### config.mk
export PLATFORM = sky130hd
export DESIGN_NAME = fp_cmp_minmax
export DESIGN_NICKNAME = d
export VERILOG_FILES = /design/src/rtl/fp_cmp_minmax.sv
export SDC_FILE = /design/constraint.sdc
export NUM_CORES = 1
export LEC_CHECK = 0
export ABC_CLOCK_PERIOD_IN_PS = 5400
export BUFFER_PORTS_ARGS = -buffer_cell sky130_fd_sc_hd__buf_2
export CAP_MARGIN = 20
export CELL_PAD_IN_SITES_DETAIL_PLACEMENT = 1
export CELL_PAD_IN_SITES_GLOBAL_PLACEMENT = 1
export CORE_MARGIN = 1.5
export CORE_UTILIZATION = 39
export DETAILED_ROUTE_END_ITERATION = 10
export GPL_ROUTABILITY_DRIVEN = 1
export PLACE_DENSITY_LB_ADDON = 0.1
export SKIP_CTS_REPAIR_TIMING = 1
export SYNTH_ARGS = -nofsm -noshare
export SYNTH_HDL_FRONTEND = slang
export SYNTH_SLANG_ARGS = --single-unit
### constraint.sdc
create_clock -name clk -period 5.4 [get_ports clk]
set_clock_uncertainty 0.05 [all_clocks]
set_input_delay 1.08 -clock clk [delete_from_list [all_inputs] [get_ports clk]]
set_output_delay 1.08 -clock clk [all_outputs]
set_load 0.1 [all_outputs]
### src/rtl/fp_cmp_minmax.sv
`timescale 1ns/1ps
module fp_cmp_minmax (
  input  logic        clk,
  input  logic        rst_n,
  input  logic [3:0]  op,
  input  logic [31:0] a,
  input  logic [31:0] b,
  output logic [31:0] res_fp,
  output logic        res_int,
  output logic        invalid
);
  localparam logic [3:0]  OP_MIN  = 4'd0;
  localparam logic [3:0]  OP_MAX  = 4'd1;
  localparam logic [3:0]  OP_MINP = 4'd2;
  localparam logic [3:0]  OP_MAXP = 4'd3;
  localparam logic [3:0]  OP_EQ   = 4'd4;
  localparam logic [3:0]  OP_LT   = 4'd5;
  localparam logic [3:0]  OP_LE   = 4'd6;
  localparam logic [3:0]  OP_LTQ  = 4'd7;
  localparam logic [3:0]  OP_LEQ  = 4'd8;
  localparam logic [31:0] QNAN    = 32'h7FC0_0000;

  logic a_nan, b_nan, a_snan, b_snan, any_nan, any_snan, both_zero;
  logic tot_lt, ord_lt, ord_eq;
  logic [31:0] lo_val, hi_val;
  logic [31:0] nxt_fp;
  logic        nxt_int, nxt_inv;

  assign a_nan     = (&a[30:23]) && (|a[22:0]);
  assign b_nan     = (&b[30:23]) && (|b[22:0]);
  assign a_snan    = a_nan && !a[22];
  assign b_snan    = b_nan && !b[22];
  assign any_nan   = a_nan || b_nan;
  assign any_snan  = a_snan || b_snan;
  assign both_zero = ~|{a[30:0], b[30:0]};

  assign tot_lt = (a[31] != b[31]) ? a[31]
                : (a[31] ? (a[30:0] > b[30:0]) : (a[30:0] < b[30:0]));
  assign ord_lt = tot_lt && !both_zero;
  assign ord_eq = (a == b) || both_zero;

  assign lo_val = tot_lt ? a : b;
  assign hi_val = tot_lt ? b : a;

  always_comb begin
    nxt_fp  = '0;
    nxt_int = 1'b0;
    nxt_inv = 1'b0;
    case (op)
      OP_MIN, OP_MAX: begin
        nxt_inv = any_snan;
        if (a_nan && b_nan)  nxt_fp = QNAN;
        else if (a_nan)      nxt_fp = b;
        else if (b_nan)      nxt_fp = a;
        else                 nxt_fp = (op == OP_MIN) ? lo_val : hi_val;
      end
      OP_MINP, OP_MAXP: begin
        nxt_inv = any_snan;
        if (any_nan)         nxt_fp = QNAN;
        else                 nxt_fp = (op == OP_MINP) ? lo_val : hi_val;
      end
      OP_EQ: begin
        nxt_int = !any_nan && ord_eq;
        nxt_inv = any_snan;
      end
      OP_LT: begin
        nxt_int = !any_nan && ord_lt;
        nxt_inv = any_nan;
      end
      OP_LE: begin
        nxt_int = !any_nan && (ord_lt || ord_eq);
        nxt_inv = any_nan;
      end
      OP_LTQ: nxt_int = !any_nan && ord_lt;
      OP_LEQ: nxt_int = !any_nan && (ord_lt || ord_eq);
      default: ;
    endcase
  end

  always_ff @(posedge clk) begin
    if (!rst_n) begin
      res_fp  <= '0;
      res_int <= 1'b0;
      invalid <= 1'b0;
    end else begin
      res_fp  <= nxt_fp;
      res_int <= nxt_int;
      invalid <= nxt_inv;
    end
  end
endmodule

; After elaboration in Yosys (flattened, before gate mapping)
; Index checks and enable logic that the tools add are counted.
[totals]
rom_bits = 0
out_inout_bits = 34
input_bits = 70
latch_bits = 0
ff_bits = 34
n_memories = 0
mem_bits_rw = 0
[classes]
mul = 0
n_mux = 13
order_cmp = 2
n_reduce_logical = 29
bitwise = 0
shifts = 0
div_mod_pow = 0
eq_ne = 10
add_sub_neg = 0
[ops]
columns = op, count
row1 = two-way mux 32 bit, 8
row2 = one-hot mux 32 bit (2 select lines), 1
row3 = OR reduction 62 bit, 1
row4 = OR reduction 23 bit, 2
row5 = == test 32 bit, 1
row6 = > comparator 31 bit, 1
row7 = less-than comparator 31 bit, 1
row8 = == test 4 x 3 -> 1 bit (second input constant), 4
row9 = AND reduction 8 bit, 2
row10 = OR reduction 2 bit, 5
row11 = logical AND 1 bit, 9
row12 = == test 4 x 2 -> 1 bit (second input constant), 2
row13 = OR reduction 5 bit, 1
row14 = == test 4 x 1 -> 1 bit (second input constant), 1
row15 = == test 4 bit (second input constant), 1
row16 = zero test 1 bit, 4
row17 = zero test 4 bit, 1
row18 = logical OR 1 bit, 4
row19 = one-hot mux 1 bit (3 select lines), 1
row20 = two-way mux 1 bit, 2
row21 = one-hot mux 1 bit (2 select lines), 1
row22 = inequality test 1 bit, 1

; Longest topological paths before layout
[depth]
ltp_word = 9
mapped_depth = 13

; Worst setup path before layout
; No wires, ideal clock.
[synth_timing]
path_kind = input-to-reg
startpoint = input port b[29]
endpoint = register res_fp[12]
cell_stages = 13
t_arrival_ns = 3.533
path_slack_ns = 1.730
cell_sequence = inv_1 > ha_1 > nand4_2 > or4_4 > nand2_1 > a21oi_1 > a221oi_4 > nand3_4 > xor2_4 > a21o_1 > buf_6 > buf_6 > a221oi_2
[synth_via]
elab_chain_len = 9
[synth_rtl]
columns = element, line
row1 = from (decl), 7  ; input logic [31:0] b,
row2 = less-than comparator 31 bit / > comparator 31 bit (equally long branches), 38  ; : (a[31] ? (a[30:0] > b[30:0]) : (a[30:0] < b[30:0]));
row3 = two-way mux 1 bit, 38
row4 = two-way mux 1 bit, 37  ; assign tot_lt = (a[31] != b[31]) ? a[31]
row5 = two-way mux 32 bit (on tied branches), "43, 42"
row6 = two-way mux 32 bit, 55  ; else nxt_fp = (op == OP_MIN) ? lo_val : hi_val;
row7 = two-way mux 32 bit, 54  ; else if (b_nan) nxt_fp = a;
row8 = two-way mux 32 bit, 53  ; else if (a_nan) nxt_fp = b;
row9 = two-way mux 32 bit, 52  ; if (a_nan && b_nan) nxt_fp = QNAN;
row10 = one-hot mux 32 bit (2 select lines) (*), 49  ; case (op)
row11 = to (signal assigned), 86  ; res_fp <= nxt_fp;
row12 = to (decl), 8  ; output logic [31:0] res_fp,
; Mark *: on every way between the ends. The rest lies on a longest branch, timed or not.
; A chain may end at the register's enable or synchronous reset.

; Final worst setup path
[layout_timing]
startpoint = input port b[28]
endpoint = register res_fp[10]
; The elaborated chain is that of the path after synthesis.

==> summary.txt <==
Status
  – Outcome: finished clean

Yosys
  – Synth unique cells: 56
  – Syn_nets: 495
  – Post-Synth XOR/XNOR Area: 0.0120
  – Syn Std Cell Area: 3030 um^2
  – Post-synthesis compound-gate area fraction: 0.258
  – Cells after Synth: 392
  – Simple-gate share of the synthesized area: 0.257
  – Main combinational cell family by area after synthesis: compound AO/OA/AOI/OAI gates
  – Synth Area per Inst: 7.74 um^2
  – Area leader, netlist: dfxtp_1
  – Number of synthesized flops with an enable pin: 0
  – Top post-synthesis cells by area: dfxtp_1 22%, ha_1 14%, inv_1 6.4%
  – Post-synthesis mux area share: 0.0272
  – Register bit total from synthesis: 34
  – Synthesis Warnings: 0
  – Synthesized-area fraction occupied by adder cells: 0.136
  – Async S/R FF share, synth: 0
  – Seq/Total Area, Yosys: 0.224
  – Top_reg_cell synth: dfxtp_1
  – Yosys top cell area share: 0.224

Layout
  – Most frequent cells in the layout: 103 x buf_2, 52 x inv_1, 44 x nand2_1
  – ANT cells: 0
  – Nets: 601
  – Most common cell after layout, fill and taps aside: buf_2
  – Post-route design area: 3770 um^2
  – Area growth syn-to-layout: 24.3%
  – Footprint of the multi-input gates: 2100 um^2
  – Layout cell share with drive strength beyond 1: 0.279
  – # fillers: 966
  – Register area: 681 um^2

Die
  – Starting Density: 0.412
  – Core region area: 7370 um^2
  – Rows: 31
  – DIE AREA: 8310 um^2
  – Die Width: 91.2 um
  – Die Y: 91.2 um
  – # IOs: 104

STA
  – Final Hold Fails: 0
  – Final setup fails: 0
  – RSZ-0062 raised after global routing: no
  – Highest Clock Rate: 228 MHz
  – Crit path time final: 4.38 ns
  – Setup TNS: 0 ns
  – Slew HR: 0.308
  – Final Cycle Share: 0.811
  – Tightest Pin Transition: 1.04 ns
  – Pins Over Slew Limit: 0

Drt
  – DRT iter0 DRCs: 161
  – Post-route antenna net violation count: 0
  – Vias: 3,506
  – Total Wirelength: 10,800 um
  – Drt pass-1 iters: 4
  – WL per Instance: 18.1 um
  – Via density: 5.87
  – DRC viols: 0

CTS
  – Clock-pin slew of the registers on the worst-case setup and hold paths: 0.08 ns
  – Number of H-tree levels: 2
  – Max Root-Sink Buffers: 2
  – Number of clock sinks: 34
  – CTS Buf Count: 5
  – Root buffer selected by CTS: clkbuf_8
  – CTS tree: yes

Worst setup path
  – CP required: 5.47 ns
  – CP peak stage delay: 0.72 ns
  – Crit-path slowest cell: a21o_1
  – Setup crit end kind: flip-flop
  – Startpoint types: input pin
  – Crit path max fanout: 17
  – Worst path arrival time: 4.44 ns
  – CP bufs+invs: 2
  – Cell family with most CP delay: compound AO/OA/AOI/OAI gates
  – WS Path Type: in -> reg
  – Critical-path cell list: buf_2 -> inv_1 -> ha_1 -> nand4_2 -> or4_4 -> a31oi_1 -> nand3_1 -> nand3_4 -> xor2_4 -> a21o_1 -> a221oi_1

Power
  – Post-layout power: 849 uW
  – Total power per unit cell area: 225 nW/um^2
  – VDD IR-drop max: 96.7 uV
  – P_leak: 0.00189 uW

Placed design
  – Placed cell areas: 3660 um^2
  – GP Congestion: 0.874
  – IO buf count: 103
  – Dpl hpwl: 8820 um

GRT
  – First-pass GRT wire length: 17,700 um
  – Vias in the first global route: 3,550
  – Gr ovfl total: 0
  – Largest net degree at the start of global routing: 18
  – Overall Global Routing Usage: 0.262
  – Initial antenna violation count: 0

Flow run
  – Max Cap Violations: 0

Worst hold path
  – Hold Crit Class: in -> reg
synthesized netlist by cell type (4+ instances only):
cell type and count:
nor4_1 17, nand2_1 44, a221oi_2 11, a31oi_1 5
a22o_1 5, dfxtp_1 34, a21oi_1 20, a211oi_1 4
mux2i_1 6, buf_2 4, nand4_1 17, a221oi_1 9
nor2_1 30, ha_1 33, nor3_1 14, inv_1 52
o21ai_0 16, nand3_1 11
routing by layer:
layer	vias up	track usage	wire, um
met5	-	0	0
met3	4	0.0343	494
met4	0	0.0404	51
met1	1718	0.368	5270
li1	1686	-	-
met2	98	0.433	4990
stage by stage:
step	hold slack, ns	std cells	setup slack [ns]	util
final	0.987	597	1.02	0.511
after floorplan	1.11	392	1.73	-
after global routing	0.998	597	0.819	0.511
after detailed placement	1.28	590	0.754	0.496
after global placement	1.28	590	0.891	0.496
after CTS	0.974	597	1.06	0.511
sequential cells by signal, indices dropped and copies added (netlist names):
signal,cells
res_int,1
invalid,1
res_fp,32
area by class of cell:
type,count,area share
clock buffers,6,0.0219
flip-flops and latches,34,0.181
clock inverters,1,0.00797
inverters,52,0.0518
multi-input cells,296,0.556
repair buffers,109,0.149
well taps,99,0.0329
worst paths after layout:
path,from,endpoint,slack [ns],depth (start not counted)
max,b[28],res_fp[10],1.02,11
min,op[3],invalid,0.99,2
cell families after synthesis:
group / Yosys count
DFF: 34
and+or+nand+nor: 153
adders and majority gates: 33
buffers and inverters: 62
AOI/OAI and AO/OA: 100
muxes: 8
xor gates and xnor gates: 2
power breakdown:
group | internal, uW | switching [uW] | total [uW]
Clock | 148 | 97.3 | 245
Sequential | 263 | 2.76 | 265
Combinational | 96.2 | 243 | 339
Power figures use the tool's default switching activity.
